### src/rtl/ddfs_pkg.sv
package ddfs_pkg;

    // Quadrant of the phase, from its two top bits
    typedef enum logic [1:0] {
        Q_RISE  = 2'd0,
        Q_FALL  = 2'd1,
        Q_NRISE = 2'd2,
        Q_NFALL = 2'd3
    } quad_e;

    // Per-port lookup request: mirrored table address and sign
    typedef struct packed {
        logic [15:0] addr;
        logic        neg;
    } fold_t;

    // Second and fourth quadrants read the table backwards
    function automatic logic quad_mirror(quad_e q);
        return (q == Q_FALL) || (q == Q_NFALL);
    endfunction

    // Second half of the turn carries a negative sine
    function automatic logic quad_negate(quad_e q);
        return (q == Q_NRISE) || (q == Q_NFALL);
    endfunction

    // Rational sine approximation on the half turn, scaled to full range
    // k: step within a half turn of 2^(pw-1) steps (0 .. 2^(pw-2))
    function automatic int qsin_mag(int k, int pw, int aw);
        longint half;
        longint u;
        longint amp;
        longint num;
        longint den;
        half = longint'(1) << (pw - 1);
        amp  = (longint'(1) << (aw - 1)) - 1;
        u    = longint'(k) * (half - longint'(k));
        num  = 16 * u * amp;
        den  = 5 * half * half - 4 * u;
        return int'((2 * num + den) / (2 * den));
    endfunction

endpackage

### src/rtl/ddfs_phase_acc.sv
module ddfs_phase_acc #(
    parameter int PW = 9
) (
    input  logic          clk,
    input  logic          rst,
    input  logic [PW-1:0] fcw,
    output logic [PW-1:0] phase
);

    always_ff @(posedge clk) begin
        if (rst) begin
            phase <= '0;
        end else begin
            phase <= phase + fcw;
        end
    end

    AST_ZERO_FCW_HOLDS: assert property (@(posedge clk) disable iff (rst)
        (!$past(rst) && ($past(fcw) == '0)) |-> (phase == $past(phase)));

endmodule

### src/rtl/ddfs_fold.sv
module ddfs_fold #(
    parameter int PW = 9
) (
    input  logic [PW-1:0] phase,
    output logic [PW-2:0] addr,
    output logic          neg
);
    import ddfs_pkg::*;

    localparam int IW = PW - 2;
    localparam logic [PW-2:0] QSTEPS = (PW-1)'(1) << IW;

    quad_e          quad;
    logic [IW-1:0]  idx;

    always_comb begin
        quad = quad_e'(phase[PW-1:PW-2]);
        idx  = phase[IW-1:0];
        if (quad_mirror(quad)) begin
            addr = QSTEPS - {1'b0, idx};
        end else begin
            addr = {1'b0, idx};
        end
        neg = quad_negate(quad);
    end

endmodule

### src/rtl/ddfs_qrom.sv
module ddfs_qrom #(
    parameter int PW = 9,
    parameter int AW = 8
) (
    input  logic [PW-2:0] addr_a,
    input  logic [PW-2:0] addr_b,
    output logic [AW-2:0] mag_a,
    output logic [AW-2:0] mag_b
);
    localparam int DEPTH = (1 << (PW - 2)) + 1;

    logic [AW-2:0] tbl [DEPTH];

    for (genvar g = 0; g < DEPTH; g++) begin : g_entry
        assign tbl[g] = (AW-1)'(ddfs_pkg::qsin_mag(g, PW, AW));
    end

    always_comb begin
        mag_a = (int'(addr_a) < DEPTH) ? tbl[addr_a] : '0;
        mag_b = (int'(addr_b) < DEPTH) ? tbl[addr_b] : '0;
    end

endmodule

### src/rtl/ddfs_quad.sv
module ddfs_quad #(
    parameter int PW = 9,
    parameter int AW = 8
) (
    input  logic                 clk,
    input  logic                 rst,
    input  logic [PW-1:0]        fcw,
    output logic signed [AW-1:0] sin_out,
    output logic signed [AW-1:0] cos_out,
    output logic                 valid
);
    import ddfs_pkg::*;

    localparam logic [PW-1:0] QTURN = PW'(1) << (PW - 2);
    localparam logic signed [AW-1:0] AMP  = AW'((1 << (AW - 1)) - 1);
    localparam logic signed [AW-1:0] MINF = AW'(1 << (AW - 1));

    logic [PW-1:0] phase;
    logic [PW-1:0] cphase;
    fold_t         req [2];
    logic [PW-2:0] addr [2];
    logic          neg  [2];
    logic [AW-2:0] mag  [2];
    logic signed [AW-1:0] smp [2];

    ddfs_phase_acc #(.PW(PW)) u_acc (
        .clk   (clk),
        .rst   (rst),
        .fcw   (fcw),
        .phase (phase)
    );

    assign cphase = phase + QTURN;

    for (genvar p = 0; p < 2; p++) begin : g_port
        ddfs_fold #(.PW(PW)) u_fold (
            .phase ((p == 0) ? phase : cphase),
            .addr  (addr[p]),
            .neg   (neg[p])
        );
        always_comb begin
            req[p].addr = 16'(addr[p]);
            req[p].neg  = neg[p];
            if (req[p].neg) begin
                smp[p] = -$signed({1'b0, mag[p]});
            end else begin
                smp[p] = $signed({1'b0, mag[p]});
            end
        end
    end

    ddfs_qrom #(.PW(PW), .AW(AW)) u_rom (
        .addr_a (req[0].addr[PW-2:0]),
        .addr_b (req[1].addr[PW-2:0]),
        .mag_a  (mag[0]),
        .mag_b  (mag[1])
    );

    always_ff @(posedge clk) begin
        if (rst) begin
            sin_out <= '0;
            cos_out <= '0;
            valid   <= 1'b0;
        end else begin
            sin_out <= smp[0];
            cos_out <= smp[1];
            valid   <= 1'b1;
        end
    end

    AST_ZERO_PHASE_PAIR: assert property (@(posedge clk) disable iff (rst)
        (!$past(rst) && ($past(phase) == '0)) |-> (sin_out == '0 && cos_out == AMP));
    AST_LOWER_HALF_SIGN: assert property (@(posedge clk) disable iff (rst)
        (!$past(rst) && $past(phase[PW-1])) |-> (sin_out <= 0));
    AST_NO_MINUS_FULL: assert property (@(posedge clk) disable iff (rst)
        valid |-> (sin_out != MINF && cos_out != MINF));
    AST_VALID_LATE: assert property (@(posedge clk) disable iff (rst)
        $fell(rst) |-> !valid);
    AST_VALID_STAYS: assert property (@(posedge clk) disable iff (rst)
        valid |=> valid);

endmodule

### config.mk
export PLATFORM = sky130hd
export DESIGN_NAME = ddfs_quad
export DESIGN_NICKNAME = d
export VERILOG_FILES = /design/src/rtl/ddfs_pkg.sv /design/src/rtl/ddfs_phase_acc.sv /design/src/rtl/ddfs_fold.sv /design/src/rtl/ddfs_qrom.sv /design/src/rtl/ddfs_quad.sv
export SDC_FILE = /design/constraint.sdc
export NUM_CORES = 1
export LEC_CHECK = 0
export ABC_AREA = 1
export CAP_MARGIN = 30
export CORE_MARGIN = 2
export CORE_UTILIZATION = 35
export CTS_BUF_LIST = sky130_fd_sc_hd__clkbuf_16
export DETAILED_ROUTE_END_ITERATION = 10
export GPL_TIMING_DRIVEN = 1
export PLACE_DENSITY = 0.57
export SLEW_MARGIN = 20
export SYNTH_ARGS = -nofsm -noshare
export SYNTH_HDL_FRONTEND = slang
export SYNTH_SLANG_ARGS = --single-unit
### constraint.sdc
create_clock -name clk -period 4 [get_ports clk]
set_input_delay 1 -clock clk [delete_from_list [all_inputs] [get_ports clk]]
set_output_delay 1 -clock clk [all_outputs]
set_load 0.01 [all_outputs]
==> results.toml <==
[outcome]
outcome = "finished, final reports clean"

[finish]
fin_nets = 705
diodes = 0
final_layout_size_suffix_gt1_frac = 0.0988
final_util = 0.400
area_growth_pct = 11.3
layout_commonest_cell = "nand2_1"
multiInputGateArea_um2 = 2820
layout_common_cells = "nand2_1 (221), nand3_1 (103), nor2_1 (50)"
n_fill_cell = 1140
finalInstanceArea_um2 = 4110
seq_area_um2 = 520

[min_path]
hold_path_class = "reg -> reg"

[power_and_ir_drop]
leakagePower_uw = 0.00210
p_per_area_nw_per_um2 = 910
ir_worst_vdd_v = 0.000397

[synthesis]
synth_compound_area_frac = 0.104
synth_cell_types = 35
yosys.area_share.simple = 0.532
yosys.area_share.adder = 0.121
ys_warn_count = 0
synth_nets = 687
synth-edff-count = 0
syn_area_per_cell_um2 = 5.76
synth-xor-area-share = 0.00678
syn_inst = 641
syn-cell-area_um2 = 3690
synthFlopType = "dfxtp_1"
synth_top_family_by_area = "simple AND/OR/NAND/NOR gates"
async_flop_share = 0
yosysSeqAreaShare = 0.141
synth_mux_area_frac = 0
ys_seq_elements = 26

[worst_setup_path]
worstPathRequired_ps = 4150
setup.worst_path.class = "reg -> reg"
crit_chain = "inv_1 > ha_1 > inv_1 > o21ai_1 > ha_1 > inv_1 > nand3_1 > nand2_1 > nand2_1 > nand2_1 > nand2_1 > nand3_1 > nand3_1 > nand3_2 > nand2_2 > ha_1 > nand4_1 > nand3_1 > nand2_1 > nor2_1"
end_kind = "flop"
arrival_ps = 3580
critPathMaxStageDelay_ps = 520
crit_slowest_cell = "o21ai_1"
cpMostUsedCell = "nand2_1"
critPathTopFamily = "simple AND/OR/NAND/NOR gates"
cp-start-kind = "flop"
crit_fanout = 8
critPathBufInv = 3

[place]
hpwlAfterDp_um = 8310
placed_area_um2 = 4030
portBuffers = 27
gp_congestion = 0.925
dp_slack_ps = 620

[grt]
overflow = 0
grt_pass1_wl_um = 18200
grt_antenna_before_repair = 0
grt_usage = 0.192
grt_pass1_vias = 3937
grt_max_degree = 25

[die]
coreArea_um2 = 10300
die_y_um = 107
num_io_pins = 28
die_w_um = 107
fp-row-count = 37
initial_core_util = 0.359
dieArea_um2 = 11400

[clock_tree]
htreeDepth = 1
ctsHoldBuffers = 0
cts_tree = "yes"
insertion_delay_ps = 260
root_buffer = "clkbuf_16"
clkTransAtPathRegs_ps = 60
clk_path_buf_depth = 2
post_cts_buffers = 0
numCtsBuffers = 3
cts_resized = 0
clkSinkCount = 26

[detailed_routing]
via_per_inst = 5.27
drc = 0
drtAntennaViolNets = 0
drt-total-wl_um = 10700
firstDrtPassIters = 5
drtIter0Drc = 248
vias = 4185
post_drt_wl_per_cell_um = 13.5

[sta]
slew_viol_final = 0
fin_crit_sh = 0.858
setup_viol = 0
tightestPinTransition_ps = 700
finClkSkew_ps = 3.36
timing.hold.ws_ps = 684
fmax_mhz = 291
period_needed_ps = 3430
final.setup.worst_slack_ps = 568
slew_headroom = 0.532
hold_viol = 0
grt_setup_unrepaired = "no"
finalSetupTns_ps = 0

[flow_run]
max_cap_viol_count = 0
-- worst paths after layout --
kind / cells after the start / slack [ps] / endpoint / start
max reg2reg: 20 / 570 / cos_out[6] / u_acc.phase[1]
max: 20 / 570 / cos_out[6] / u_acc.phase[1]
min: 2 / 680 / u_acc.phase[8] / u_acc.phase[8]
min reg2reg: 2 / 680 / u_acc.phase[8] / u_acc.phase[8]
-- cell families after synthesis --
kind of cell | Yosys count
compound gates | 67
xor+xnor | 2
fa+ha+maj | 35
buf+inv | 75
flops | 26
simple gates | 436
-- worst min-delay path, cell delays in order, from the launching register on --
cell	delay, ps
dfxtp_1	360
xnor2_1	200
a21oi_1	70
-- registers in the layout, summed over array words and instances, names as in the netlist --
name / cells
cos_out: 8
sin_out: 8
u_acc.phase: 9
valid: 1
-- cells in the mapped netlist (4+ instances only) --
| library cell | count | area [um2] |
|---|---|---|
| a21oi_1 | 26 | 130 |
| nand3_2 | 8 | 80.1 |
| nor2_1 | 50 | 188 |
| o21ai_1 | 6 | 30.0 |
| dfxtp_1 | 26 | 521 |
| inv_2 | 9 | 33.8 |
| o21ai_0 | 23 | 115 |
| nand3_1 | 103 | 515 |
| buf_6 | 6 | 67.6 |
| ha_1 | 34 | 425 |
| nand2_4 | 4 | 45.0 |
| nand4_1 | 8 | 50.1 |
| nand2_1 | 221 | 830 |
| nor2_2 | 6 | 37.5 |
| nor3_1 | 10 | 50.1 |
| nand2_2 | 22 | 138 |
| inv_1 | 46 | 173 |
| buf_2 | 9 | 45.0 |
-- power by group --
| part | internal, uW | total [uW] | switching [uW] |
|---|---|---|---|
| Sequential | 352 | 401 | 49.3 |
| Combinational | 1040 | 3120 | 2080 |
| Clock | 134 | 218 | 84.8 |
-- stage by stage --
| step | instances | power [uW] |
|---|---|---|
| finish | 794 | 3740 |
| global route | 794 | 4230 |
| CTS | 794 | 3740 |
| detailed placement | 790 | 3500 |
| global placement | 790 | 3470 |
| floorplan | 641 | 2840 |
-- layer usage --
metal	track usage	routed length, um	part of all wire
met1	0.248	4860	0.45
met2	0.346	5220	0.49
met3	0.0237	514	0.048
met4	0.0325	148	0.014
met5	0	0	0
-- final cells by class --
class                      instances  share of cell area
timing repair buffer              32              0.0749
clock buffer                       3              0.0183
multi-input combinational        540               0.687
tap                              136              0.0414
inverter                          56              0.0512
clock inverter                     1            0.000914
sequential                        26               0.127
Power figures use the tool's default switching activity.
